### src/rtl/tcc_oseq_pkg.sv
package tcc_oseq_pkg;

  // Read-side phase of the issue stage
  typedef enum logic [1:0] {
    PH_IDLE = 2'd0,
    PH_DATA = 2'd1,
    PH_TAIL = 2'd2
  } oseq_phase_e;

  // One output beat, carried from the issue stage to the output stage
  typedef struct packed {
    logic valid;
    logic first;
    logic last;
    logic tail;
  } oseq_beat_t;

endpackage

### src/rtl/tcc_oseq_ctrl.sv
module tcc_oseq_ctrl
  import tcc_oseq_pkg::*;
#(
  parameter int ADDR_W   = 14,
  parameter int SIZE_W   = 13,
  parameter int TAIL_LEN = 4,
  localparam int POS_W   = SIZE_W + 1
) (
  input  logic              clk,
  input  logic              rst_n,
  input  logic              adv,
  input  logic              fifo_empty,
  input  logic [SIZE_W-1:0] fifo_size,
  output logic              fifo_pop,
  output logic              rd_en,
  output logic [POS_W-1:0]  cur_pos,
  output logic [SIZE_W-1:0] cur_size,
  output logic [ADDR_W-1:0] cur_base,
  output oseq_beat_t        beat
);

  oseq_phase_e       phase_q, phase_d;
  logic [POS_W-1:0]  pos_q, pos_d;
  logic [SIZE_W-1:0] size_q, size_d;
  logic [ADDR_W-1:0] base_q, base_d;
  logic [ADDR_W-1:0] nbase_q, nbase_d;

  logic issuing, last_pos, finishing, load;

  always_comb begin
    last_pos  = (pos_q == (POS_W'(size_q) + POS_W'(TAIL_LEN - 1)));
    issuing   = adv && (phase_q != PH_IDLE);
    finishing = issuing && last_pos;
    load      = adv && !fifo_empty && ((phase_q == PH_IDLE) || finishing);
  end

  // next-state logic
  always_comb begin
    phase_d = phase_q;
    pos_d   = pos_q;
    size_d  = size_q;
    base_d  = base_q;
    nbase_d = nbase_q;
    if (load) begin
      phase_d = PH_DATA;
      pos_d   = '0;
      size_d  = fifo_size;
      base_d  = nbase_q;
      nbase_d = nbase_q + ADDR_W'(fifo_size);
    end else if (finishing) begin
      phase_d = PH_IDLE;
    end else if (issuing) begin
      pos_d = pos_q + POS_W'(1);
      if (pos_d == POS_W'(size_q)) phase_d = PH_TAIL;
    end
  end

  // state registers
  always_ff @(posedge clk or negedge rst_n) begin
    if (!rst_n) begin
      phase_q <= PH_IDLE;
      pos_q   <= '0;
      size_q  <= '0;
      base_q  <= '0;
      nbase_q <= '0;
    end else begin
      phase_q <= phase_d;
      pos_q   <= pos_d;
      size_q  <= size_d;
      base_q  <= base_d;
      nbase_q <= nbase_d;
    end
  end

  always_comb begin
    fifo_pop    = load;
    rd_en       = issuing && (phase_q == PH_DATA);
    cur_pos     = pos_q;
    cur_size    = size_q;
    cur_base    = base_q;
    beat.valid  = issuing;
    beat.first  = issuing && (pos_q == '0);
    beat.last   = finishing;
    beat.tail   = issuing && (phase_q == PH_TAIL);
  end

endmodule

### src/rtl/tcc_oseq_addr.sv
module tcc_oseq_addr #(
  parameter int ADDR_W = 14,
  parameter int SIZE_W = 13,
  localparam int POS_W = SIZE_W + 1
) (
  input  logic [ADDR_W-1:0] base,
  input  logic [POS_W-1:0]  pos,
  input  logic [SIZE_W-1:0] il_idx,
  output logic [ADDR_W-1:0] rd_addr,
  output logic [ADDR_W-1:0] il_addr
);

  localparam int SUM_W = (ADDR_W > POS_W) ? ADDR_W + 1 : POS_W + 1;

  logic [SUM_W-1:0] nat_sum, il_sum;

  always_comb begin
    nat_sum = SUM_W'(base) + SUM_W'(pos);
    il_sum  = SUM_W'(base) + SUM_W'(il_idx);
    rd_addr = nat_sum[ADDR_W-1:0];
    il_addr = il_sum[ADDR_W-1:0];
  end

endmodule

### src/rtl/tcc_oseq_out.sv
module tcc_oseq_out
  import tcc_oseq_pkg::*;
#(
  parameter int ADDR_W = 14
) (
  input  logic              clk,
  input  logic              rst_n,
  input  logic              adv,
  input  oseq_beat_t        beat_in,
  input  logic [ADDR_W-1:0] base_in,
  output oseq_beat_t        beat_out,
  output logic              rel_valid,
  output logic [ADDR_W-1:0] rel_base
);

  oseq_beat_t        beat_q, beat_d;
  logic [ADDR_W-1:0] obase_q, obase_d;
  logic              rel_q, rel_d;
  logic [ADDR_W-1:0] rbase_q, rbase_d;

  // next-state logic
  always_comb begin
    beat_d  = beat_q;
    obase_d = obase_q;
    if (adv) begin
      beat_d  = beat_in;
      obase_d = base_in;
    end
    rel_d   = adv && beat_q.valid && beat_q.last;
    rbase_d = rel_d ? obase_q : rbase_q;
  end

  always_ff @(posedge clk or negedge rst_n) begin
    if (!rst_n) begin
      beat_q  <= '0;
      obase_q <= '0;
      rel_q   <= 1'b0;
      rbase_q <= '0;
    end else begin
      beat_q  <= beat_d;
      obase_q <= obase_d;
      rel_q   <= rel_d;
      rbase_q <= rbase_d;
    end
  end

  assign beat_out  = beat_q;
  assign rel_valid = rel_q;
  assign rel_base  = rbase_q;

endmodule

### src/rtl/tcc_oseq_top.sv
module tcc_oseq_top
  import tcc_oseq_pkg::*;
#(
  parameter int ADDR_W   = 14,
  parameter int SIZE_W   = 13,
  parameter int TAIL_LEN = 4
) (
  input  logic              clk,
  input  logic              rst_n,
  input  logic              fifo_empty_i,
  input  logic [SIZE_W-1:0] fifo_size_i,
  output logic              fifo_pop_o,
  input  logic              dn_ready_i,
  output logic              rd_en_o,
  output logic [ADDR_W-1:0] rd_addr_o,
  input  logic [SIZE_W-1:0] il_idx_i,
  output logic [ADDR_W-1:0] il_addr_o,
  output logic [SIZE_W-1:0] cur_idx_o,
  output logic [SIZE_W-1:0] cur_size_o,
  output logic              out_rdy_o,
  output logic              blk_start_o,
  output logic              blk_end_o,
  output logic              tail_o,
  output logic              enc_run_o,
  output logic              rel_valid_o,
  output logic [ADDR_W-1:0] rel_base_o
);

  localparam int POS_W = SIZE_W + 1;

  logic              adv;
  logic [POS_W-1:0]  pos;
  logic [ADDR_W-1:0] base;
  oseq_beat_t        beat_iss, beat_o;

  assign adv = dn_ready_i;

  tcc_oseq_ctrl #(
    .ADDR_W(ADDR_W), .SIZE_W(SIZE_W), .TAIL_LEN(TAIL_LEN)
  ) ctrl_i (
    .clk       (clk),
    .rst_n     (rst_n),
    .adv       (adv),
    .fifo_empty(fifo_empty_i),
    .fifo_size (fifo_size_i),
    .fifo_pop  (fifo_pop_o),
    .rd_en     (rd_en_o),
    .cur_pos   (pos),
    .cur_size  (cur_size_o),
    .cur_base  (base),
    .beat      (beat_iss)
  );

  tcc_oseq_addr #(
    .ADDR_W(ADDR_W), .SIZE_W(SIZE_W)
  ) addr_i (
    .base   (base),
    .pos    (pos),
    .il_idx (il_idx_i),
    .rd_addr(rd_addr_o),
    .il_addr(il_addr_o)
  );

  tcc_oseq_out #(
    .ADDR_W(ADDR_W)
  ) out_i (
    .clk      (clk),
    .rst_n    (rst_n),
    .adv      (adv),
    .beat_in  (beat_iss),
    .base_in  (base),
    .beat_out (beat_o),
    .rel_valid(rel_valid_o),
    .rel_base (rel_base_o)
  );

  assign cur_idx_o   = pos[SIZE_W-1:0];
  assign out_rdy_o   = beat_o.valid;
  assign blk_start_o = beat_o.first;
  assign blk_end_o   = beat_o.last;
  assign tail_o      = beat_o.tail;
  assign enc_run_o   = beat_o.valid && adv;

endmodule

### config.mk
export PLATFORM = sky130hd
export DESIGN_NAME = tcc_oseq_top
export DESIGN_NICKNAME = d
export VERILOG_FILES = /design/src/rtl/tcc_oseq_pkg.sv /design/src/rtl/tcc_oseq_ctrl.sv /design/src/rtl/tcc_oseq_addr.sv /design/src/rtl/tcc_oseq_out.sv /design/src/rtl/tcc_oseq_top.sv
export SDC_FILE = /design/constraint.sdc
export NUM_CORES = 1
export LEC_CHECK = 0
export ABC_AREA = 1
export BUFFER_PORTS_ARGS = -buffer_cell sky130_fd_sc_hd__buf_2
export CORE_UTILIZATION = 47
export DETAILED_ROUTE_END_ITERATION = 8
export GPL_TIMING_DRIVEN = 0
export PLACE_DENSITY = 0.76
export SETUP_SLACK_MARGIN = 0.02
export SLEW_MARGIN = 20
export SYNTH_ARGS = -nofsm -noshare
export SYNTH_HDL_FRONTEND = slang
export SYNTH_SLANG_ARGS = --single-unit
### constraint.sdc
create_clock -name clk -period 2.9 [get_ports clk]
set_clock_uncertainty 0.15 [all_clocks]
set_input_delay 0.435 -clock clk [delete_from_list [all_inputs] [get_ports clk]]
set_output_delay 0.435 -clock clk [all_outputs]
set_load 0.02 [all_outputs]
==> impl_metrics.py, run 1 <==
metrics = {
    "timing": {
        "worstMarginPinSlew_ns": 0.5949,
        "drv_slew": 0,
        "setup_ws_ns": -0.04604,
        "setup_violations": 2,
        "layout_min_cycle_time_ns": 2.946,
        "timing.hold.ws_ns": 0.2143,
        "max_freq_ghz": 0.3394,
        "rsz0062_at_grt": "yes",
        "hold_viol": 0,
        "finalSetupTns_ns": -0.06889,
        "max_slew_margin_pct": 60.19,
        "layout_worst_path_cycle_share_pct": 101.6,
    },
    "die": {
        "num_io_pins": 106,
        "die-height_um": 120.2,
        "rows": 42,
        "dieArea_mm2": 0.01446,
        "die_width_um": 120.2,
        "start_util_pct": 48.84,
        "core_area_mm2": 0.01345,
    },
    "grt": {
        "grt_usage_pct": 26.21,
        "grt_antenna_before_repair": 0,
        "grt_overflow": 0,
        "grt_pass1_wl_um": 29710,
        "grt_pass1_vias": 6019,
        "grt_max_degree": 58,
    },
    "critical_path": {
        "critical_path_class": "flop to output pin",
        "startpoint_type": "flop",
        "cp.arrival_ns": 2.36,
        "end_kind": "output pin",
        "r2r_slack_ns": 0.39,
        "r2r-start": "ctrl_i.cur_pos[0]",
        "r2r_cells": 15,
        "cp_max_fo": 3,
        "critPathRequiredTime_ns": 2.32,
        "r2r-end": "ctrl_i.phase_q[0]",
    },
    "synthesis": {
        "ys_top_cells_by_count": "nand2_1 (286), nand3_1 (110), dfrtp_1 (90)",
        "synth_seq_cells": 90,
        "yosysWarnings": 0,
        "synth_cell_type_count": 34,
        "ys_async_sr_fraction_pct": 100.0,
        "yosys.cell_count.top_type": "nand2_1",
        "synth_area_leaders": "dfrtp_1 (34%), nand2_1 (16%), nand3_1 (8.4%)",
        "syn-num-nets": 988,
        "synth_edf_count": 0,
        "avgSynthCellArea_um2": 7.196,
        "yosysTopAreaCell": "dfrtp_1",
        "ys_seq_area_share_pct": 34.28,
        "synth_top_area_share_pct": 34.28,
        "ys_dominant_reg_cell": "dfrtp_1",
        "syn_inst": 913,
        "synth_area_mm2": 0.006570,
    },
    "clock_network": {
        "cts_tree": "built",
        "clk_pin_slew_worst_paths_ns": 0.06,
        "cts.htree.levels": 3,
        "cts_root_buffer": "clkbuf_16",
        "cts_buffer_depth": 2,
        "clkLatencyLatePin_ns": 0.34,
        "cts.sinks": 90,
        "numCtsBuffers": 9,
    },
    "place": {
        "detailed_place_hpwl_um": 13860,
        "io_buffers": 104,
        "place_congestion": 0.9406,
        "place_ws_ns": -0.2692,
        "place_area_mm2": 0.007341,
        "dp.cells": 1194,
    },
    "run": {
        "drv_cap": 0,
    },
    "final_layout": {
        "final_layout_size_suffix_gt1_share_pct": 23.14,
        "areaGrowthSynthToFinish_pct": 23.25,
        "layout.cells.non_filler": 1235,
        "nNetsFinal": 1129,
        "regArea_mm2": 0.002270,
        "fillCellCount": 1246,
        "stdcell_area_mm2": 0.008098,
        "multi_input_comb_area_mm2": 0.003899,
        "antenna_cells": 0,
    },
    "drt": {
        "routed_wl_um": 18600,
        "vias_per_cell": 5.320,
        "drcViolationCount": 0,
        "drt-wirelength-per-cell_um": 15.06,
        "num_vias": 6570,
        "initialDrtViolationCount": 339,
        "drt_first_pass_iters": 5,
        "drtAntennaViolNets": 0,
    },
    "min_path": {
        "hold_end": "ctrl_i.cur_size[3]",
        "hold_path_depth": 3,
        "hold_start": "fifo_size_i[3]",
        "hold_class": "primary input to flop",
    },
    "run_status": {
        "status": "complete, but fails checks",
        "violations": "setup timing",
    },
    "pwr": {
        "power.density_mw_per_mm2": 1020,
        "ir_drop_mv": 0.3937,
        "power_leakage_nw": 4.299,
    },
}
## registers in the layout (all words and copies together) (netlist names)
register / cells
ctrl_i.phase_q: 2
ctrl_i.cur_pos: 14
out_i.obase_q: 14
ctrl_i.cur_base: 14
out_i.beat_out: 4
ctrl_i.nbase_q: 14
ctrl_i.cur_size: 13
out_i.rel_base: 14
out_i.rel_valid: 1
## cell families (layout without fill, tap and decap cells)
group | after synthesis | after routing | share of synthesized area (%)
xor gates and xnor gates | 51 | 51 | 6.799
AOI/OAI and AO/OA | 114 | 114 | 9.332
buffers and inverters | 136 | 282 | 9.579
and+or+nand+nor | 477 | 477 | 31.10
adders and majority gates | 45 | 45 | 8.913
DFF | 90 | 90 | 34.28
## worst max path at each step
stage	slack, ns	endpoint	start	cells after the start
global placement	-0.24	rd_addr_o[10]	ctrl_i.cur_base[0]	11
floorplan	0.04	rd_addr_o[10]	ctrl_i.cur_pos[0]	10
CTS	-0.05	rd_addr_o[10]	ctrl_i.cur_base[0]	11
finish	-0.05	rd_addr_o[10]	ctrl_i.cur_base[0]	11
detailed placement	-0.27	rd_addr_o[10]	ctrl_i.cur_base[0]	11
global route	-0.10	il_addr_o[10]	ctrl_i.cur_base[0]	9
## what timing repair did
action                                 4_1_cts  5_1_grt
pin swaps                                   14       28
gates resized for setup                     37       45
endpoints found under the hold margin       33        0
setup endpoints to repair                   16       11
hold buffers                                 1        0
setup buffers                               15       10
## placed cells by master, fill, tap and decap left out, types with 12 or more instances in the layout
| cell | synthesis | layout |
|---|---|---|
| clkbuf_1 | 14 | 13 |
| o21ai_0 | 57 | 49 |
| dfrtp_1 | 90 | 76 |
| xor2_1 | 33 | 33 |
| xnor2_1 | 18 | 17 |
| dfrtp_2 | 0 | 14 |
| a21oi_1 | 37 | 29 |
| nand3_1 | 110 | 109 |
| nand2_1 | 286 | 283 |
| buf_4 | 22 | 56 |
| nor2_1 | 42 | 42 |
| ha_1 | 42 | 33 |
| buf_2 | 5 | 98 |
| nand4_1 | 12 | 12 |
| inv_1 | 85 | 81 |
## where the power goes
group | leakage, nW | internal (mW) | switching, mW | total [mW]
clock | 0.144 | 0.674 | 0.492 | 1.17
sequential | 1.16 | 1.67 | 0.580 | 2.25
combinational | 3.00 | 1.92 | 2.92 | 4.84
## stage by stage
step / util [%] / power (mW)
finish: 60.19 / 8.257
global route: 60.19 / 8.900
CTS: 58.46 / 7.955
detailed placement: 54.57 / 6.500
global placement: 54.34 / 6.419
floorplan: - / 5.206
## worst max-delay path, cell delays in order (launching register included)
cell     delay, ns
dfrtp_2       0.45
ha_4          0.16
inv_2         0.03
fa_2          0.38
o21ai_2       0.19
nand2_1       0.07
nand2_1       0.09
a21oi_2       0.09
o21ai_2       0.18
a21oi_2       0.08
xor2_1        0.14
buf_4         0.16
## layout make-up
cell class / instances / share of cell area (%)
clock buffers: 9 / 2.781
repair buffers: 131 / 9.642
plain buffers: 44 / 3.430
well taps: 176 / 2.719
clock inverters: 7 / 0.9734
inverters: 91 / 4.280
flip-flops and latches: 90 / 28.03
multi-input cells: 687 / 48.15
## per-layer routing
| metal | share of wire, % | wire length, um | GRT usage, % |
|---|---|---|---|
| met1 | 45 | 8302 | 35.49 |
| met2 | 47 | 8702 | 43.32 |
| met3 | 6.5 | 1202 | 4.009 |
| met4 | 2.1 | 390 | 7.870 |
| met5 | 0 | 0 | 0 |
No activity file was read; power rests on OpenSTA's default activity.
==> run 2: changes to the inputs <==
CORE_ASPECT_RATIO = 1.75   (was not set)
SYNTH_HIERARCHICAL = 1   (was not set)
==> run 2 against run 1 <==
  * The run now ends clean
  * Worst setup slack improved by 0.098 ns
  * Die area is 9.3% higher
  * Clock power up 4%
  * Final cell count is 11% higher
  * Routed wire length rose by 13%
  * Maximum frequency rose by 3.4%
  * Register-to-register slack about the same
  * Sequential power is essentially flat
  * Sequential cell count stayed put
  * Worst hold slack worse by 0.015 ns
  * Clock-buffer cell count did not move
  * Combinational power is 4% higher
==> impl_metrics.py, run 2 <==
metrics = {
    "clock_network": {
        "clk_pin_slew_worst_paths_ns": 0.07,
        "cts_buffer_depth": 2,
        "cts_tree": "built",
        "clkLatencyLatePin_ns": 0.35,
        "cts.htree.levels": 3,
        "cts.sinks": 90,
        "cts_root_buffer": "clkbuf_16",
        "numCtsBuffers": 9,
    },
    "grt": {
        "grt_overflow": 0,
        "grt_pass1_wl_um": 32660,
        "grt_antenna_before_repair": 0,
        "grt_pass1_vias": 6906,
        "grt_max_degree": 65,
        "grt_usage_pct": 27.37,
    },
    "synthesis": {
        "synth_edf_count": 0,
        "ys_top_cells_by_count": "nand2_1 (390), inv_1 (110), nand3_1 (101)",
        "synth_area_mm2": 0.007181,
        "ys_async_sr_fraction_pct": 100.0,
        "synth_top_area_share_pct": 31.36,
        "syn_inst": 1050,
        "synth_area_leaders": "dfrtp_1 (31%), nand2_1 (20%), ha_1 (7.3%)",
        "ys_seq_area_share_pct": 31.36,
        "yosysWarnings": 6,
        "avgSynthCellArea_um2": 6.839,
        "ys_dominant_reg_cell": "dfrtp_1",
        "synth_seq_cells": 90,
        "yosys.cell_count.top_type": "nand2_1",
        "syn-num-nets": 1125,
        "yosysTopAreaCell": "dfrtp_1",
        "synth_cell_type_count": 39,
    },
    "pwr": {
        "power.density_mw_per_mm2": 988.3,
        "ir_drop_mv": 0.3950,
        "power_leakage_nw": 4.826,
        "finalPower_mw": 8.467,
    },
    "drt": {
        "routed_wl_um": 20970,
        "num_vias": 7223,
        "initialDrtViolationCount": 311,
        "drt_first_pass_iters": 5,
        "vias_per_cell": 5.265,
        "drcViolationCount": 0,
        "drtAntennaViolNets": 0,
        "drt-wirelength-per-cell_um": 15.29,
    },
    "place": {
        "detailed_place_hpwl_um": 16660,
        "place_congestion": 0.9110,
        "io_buffers": 105,
        "dp.cells": 1339,
        "place_area_mm2": 0.007969,
        "place_ws_ns": -0.1624,
    },
    "critical_path": {
        "end_kind": "output pin",
        "critPathMaxStageDelay_ns": 0.41,
        "cp_max_fo": 5,
        "startpoint_type": "flop",
        "critical_path_class": "flop to output pin",
        "path_cells": "inv_2, ha_4, inv_4, nand3_4, nor2_4, nand3_2, nand2_2, nand2_2, nor2_4, nand2_2, nor2_4, nand2_4, nand2_4, nand2_8, inv_2, buf_6",
        "slowest_stage": "dfrtp_2",
        "critPathRequiredTime_ns": 2.32,
        "cp.arrival_ns": 2.26,
    },
    "final_layout": {
        "fin_util_pct": 57.45,
        "nNetsFinal": 1259,
        "fillCellCount": 1462,
        "most-common-layout-cells": "nand2_1 (386), inv_1 (106), buf_2 (105), nand3_1 (98), dfrtp_1 (84)",
        "multi_input_comb_area_mm2": 0.004384,
        "antenna_cells": 0,
        "areaGrowthSynthToFinish_pct": 19.31,
        "stdcell_area_mm2": 0.008567,
        "regArea_mm2": 0.002260,
        "layout.cells.non_filler": 1372,
        "layout_commonest_cell": "nand2_1",
        "final_layout_size_suffix_gt1_share_pct": 21.36,
    },
    "die": {
        "die_width_um": 95.44,
        "die-height_um": 165.5,
        "rows": 59,
        "num_io_pins": 106,
        "dieArea_mm2": 0.01580,
        "start_util_pct": 48.15,
        "core_area_mm2": 0.01491,
    },
    "timing": {
        "finalSetupTns_ns": 0,
        "layout_min_cycle_time_ns": 2.848,
        "max_freq_ghz": 0.3511,
        "drv_slew": 0,
        "rsz0062_at_grt": "yes",
        "timing.hold.ws_ns": 0.1991,
        "setup_ws_ns": 0.05209,
        "setup_violations": 0,
        "hold_viol": 0,
        "worstMarginPinSlew_ns": 0.5936,
        "layout_worst_path_cycle_share_pct": 98.20,
        "max_slew_margin_pct": 60.09,
    },
    "run_status": {
        "status": "finished, final reports clean",
    },
    "run": {
        "drv_cap": 0,
    },
    "min_path": {
        "hold_class": "primary input to flop",
    },
}
## run 2: cell type report
type | instances | share of cell area, %
clock inverter | 7 | 0.9785
inverter | 121 | 5.404
sequential | 90 | 26.38
timing repair buffer | 124 | 8.412
tap | 183 | 2.673
buffer | 28 | 2.351
clock buffer | 9 | 2.629
multi-input combinational | 810 | 51.18
## run 2: worst max-delay path: cells and delay by family (launching register included)
kind          cells  cell delay, ns
simple gates     11            1.03
flops             1            0.41
fa+ha+maj         1            0.18
buf+inv           4            0.29
## run 2: timing repair
item,in CTS,in global routing
hold buffers,1,0
gates cloned,0,0
gates resized for setup,14,27
setup endpoints to repair,9,7
pin swaps,2,13
setup buffers,5,12
endpoints found under the hold margin,26,0
## run 2: report_power, final
| part | total (mW) | switching (mW) | internal [mW] |
|---|---|---|---|
| Sequential | 2.23 | 0.589 | 1.64 |
| Clock | 1.22 | 0.538 | 0.687 |
| Combinational | 5.01 | 3.16 | 1.86 |
## run 2: logic make-up after synthesis
group           after synthesis  share of synthesized area [%]
compound gates               63                          4.931
xor+xnor                     42                          5.314
fa+ha+maj                    45                          8.155
buf+inv                     150                          9.218
flops                        90                          31.36
simple gates                660                          41.02
## run 2: path summary, 6_finish.rpt
check                      slack (ns)  depth (start not counted)                  end                from
max                              0.05                         16           fifo_pop_o  ctrl_i/cur_size[1]
min                              0.20                          3   ctrl_i/cur_size[7]      fifo_size_i[7]
max reg2reg                      0.40                         18  ctrl_i/cur_size[12]  ctrl_i/cur_size[1]
min reg2reg                      0.33                          2    out_i/rel_base[2]   out_i/rel_base[2]
max in group asynchronous        1.61                          3   ctrl_i/cur_base[1]               rst_n
min in group asynchronous        0.38                          2   ctrl_i/cur_size[2]               rst_n
## run 2: per-layer routing
| layer | up-vias | track usage [%] | routed length [um] |
|---|---|---|---|
| li1 | 3632 | - | - |
| met4 | 0 | 19.67 | 1425 |
| met3 | 78 | 3.526 | 891 |
| met2 | 220 | 50.84 | 11240 |
| met5 | - | 0 | 0 |
| met1 | 3293 | 27.08 | 7416 |
==> run 3: changes to the inputs <==
PLACE_DENSITY = 0.78   (was 0.76)
clock period = 2.4 ns   (was 2.9 ns; I/O delays follow)
==> run 3 against run 2 <==
  * The flow now finishes with violations (setup timing)
  * Critical path depth up 1
  * First-iteration DRC count increased by 110%
  * Die area stayed put
  * Core utilization grew 11 points
  * Clock power increased by 16%
  * Sequential cell count did not move
  * Worst hold slack got worse by 0.072 ns
  * Cell area rose by 19%
  * Non-clock buffer count increased by 55
  * Final cell count increased by 4.2%
  * Highest routed layer unchanged
==> impl_metrics.py, run 3 (synthesis gave the netlist of run 2 again) <==
metrics = {
    "critical_path": {
        "critical_path_class": "flop to output pin",
        "startpoint_type": "flop",
        "r2r_slack_ns": -0.34,
        "path_cells": "inv_2, ha_4, inv_4, nand3_4, nor2_4, nand3_2, nand2_2, nand2_2, nor2_4, nand2_2, nor2_4, nand2_4, nand2_4, nand2_8, buf_8, clkinv_4, buf_6",
        "slowest_stage": "dfrtp_2",
        "cp_max_fo": 3,
        "cp.arrival_ns": 2.32,
        "critPathMaxStageDelay_ns": 0.41,
        "end_kind": "output pin",
        "r2r-start": "ctrl_i/cur_size[0]",
        "r2r_cells": 21,
        "r2r-end": "ctrl_i/cur_base[0]",
        "critPathRequiredTime_ns": 1.89,
    },
    "final_layout": {
        "antenna_cells": 0,
        "areaGrowthSynthToFinish_pct": 42.43,
        "regArea_mm2": 0.002288,
        "most-common-layout-cells": "nand2_1 (348), inv_1 (100), buf_2 (83), nand3_1 (72), buf_4 (64)",
        "layout_commonest_cell": "nand2_1",
        "fillCellCount": 1126,
        "final_layout_size_suffix_gt1_share_pct": 36.76,
        "stdcell_area_mm2": 0.01023,
        "multi_input_comb_area_mm2": 0.005253,
        "nNetsFinal": 1316,
    },
    "drt": {
        "num_vias": 8121,
        "drtAntennaViolNets": 0,
        "drcViolationCount": 0,
        "initialDrtViolationCount": 664,
        "routed_wl_um": 26450,
        "drt_first_pass_iters": 7,
        "vias_per_cell": 5.683,
        "drt-wirelength-per-cell_um": 18.51,
    },
    "die": {
        "rows": 59,
        "core_area_mm2": 0.01491,
        "die-height_um": 165.5,
        "start_util_pct": 48.15,
        "num_io_pins": 106,
        "dieArea_mm2": 0.01580,
        "die_width_um": 95.44,
    },
    "run_status": {
        "violations": "setup timing",
        "status": "complete, but fails checks",
    },
    "timing": {
        "max_freq_ghz": 0.3537,
        "hold_viol": 0,
        "finalSetupTns_ns": -14.11,
        "setup_violations": 65,
        "layout_min_cycle_time_ns": 2.827,
        "worstMarginPinSlew_ns": 1.076,
        "timing.hold.ws_ns": 0.1274,
        "setup_ws_ns": -0.4271,
        "drv_slew": 0,
        "layout_worst_path_cycle_share_pct": 117.8,
        "rsz0062_at_grt": "yes",
        "max_slew_margin_pct": 27.61,
    },
    "place": {
        "place_congestion": 0.9660,
        "io_buffers": 105,
        "place_area_mm2": 0.007983,
        "detailed_place_hpwl_um": 16560,
    },
    "clock_network": {
        "cts.htree.levels": 3,
        "cts_tree": "built",
        "clk_pin_slew_worst_paths_ns": 0.07,
        "cts.sinks": 90,
        "clkLatencyLatePin_ns": 0.35,
        "cts_root_buffer": "clkbuf_16",
        "numCtsBuffers": 9,
        "cts_buffer_depth": 2,
    },
    "min_path": {
        "hold_path_depth": 3,
        "hold_start": "fifo_size_i[6]",
        "hold_class": "primary input to flop",
        "hold_end": "ctrl_i/cur_size[6]",
    },
    "grt": {
        "grt_overflow": 0,
        "grt_pass1_vias": 7697,
        "grt_usage_pct": 31.16,
        "grt_pass1_wl_um": 37030,
        "grt_max_degree": 54,
        "grt_antenna_before_repair": 0,
    },
    "pwr": {
        "finalPower_mw": 13.07,
        "power_leakage_nw": 5.324,
        "power.density_mw_per_mm2": 1278,
        "ir_drop_mv": 0.5484,
    },
    "run": {
        "drv_cap": 0,
    },
}
[run 3: repair_timing]
item	CTS	global route
resized for setup	184	116
setup buffers	44	28
pin swaps	45	71
hold buffers	1	0
endpoints found under the hold margin	37	0
endpoints found under the setup margin	82	81
gates cloned	6	1
[run 3: cell type report]
cell class / count / share of cell area, %
inverters: 121 / 4.600
clock buffers: 9 / 2.202
flip-flops and latches: 90 / 22.38
multi-input cells: 812 / 51.36
clock inverters: 7 / 0.6606
plain buffers: 29 / 2.422
repair buffers: 178 / 14.14
well taps: 183 / 2.239
[run 3: worst max-delay path, delay by kind of cell, from the launching register on]
kind | cells | cell delay [ns]
adders and majority gates | 1 | 0.18
buffers and inverters | 5 | 0.40
DFF | 1 | 0.41
and+or+nand+nor | 11 | 0.97
[run 3: worst max path at each step]
stage | from | to | cells past startpoint | slack (ns)
after CTS | ctrl_i/cur_size[0] | fifo_pop_o | 17 | -0.44
after detailed placement | ctrl_i/cur_size[0] | fifo_pop_o | 17 | -0.48
final | ctrl_i/cur_size[0] | fifo_pop_o | 17 | -0.43
after floorplan | ctrl_i/cur_size[0] | fifo_pop_o | 16 | 0.0002
after global routing | ctrl_i/cur_size[0] | fifo_pop_o | 19 | -0.52
after global placement | ctrl_i/cur_size[0] | fifo_pop_o | 17 | -0.44
[run 3: per-layer routing]
layer / vias up / global-route usage, % / wire length (um)
li1: 3739 / - / -
met1: 3804 / 30.82 / 8684
met2: 418 / 57.31 / 13790
met3: 160 / 4.487 / 1678
met4: 0 / 22.93 / 2302
met5: - / 0 / 0
[run 3: power breakdown]
part | switching (mW) | leakage (nW) | internal (mW)
registers | 0.786 | 1.14 | 2.01
clock network | 0.675 | 0.142 | 0.734
logic | 4.85 | 4.04 | 4.02
[run 3: through the flow]
step / cells / setup WS [ns] / utilization (%)
after floorplan: 1050 / 0.0001654 / -
after global placement: 1338 / -0.4415 / 53.33
after detailed placement: 1339 / -0.4780 / 53.53
after CTS: 1404 / -0.4365 / 64.38
after global routing: 1429 / -0.5205 / 68.59
final: 1429 / -0.4271 / 68.59
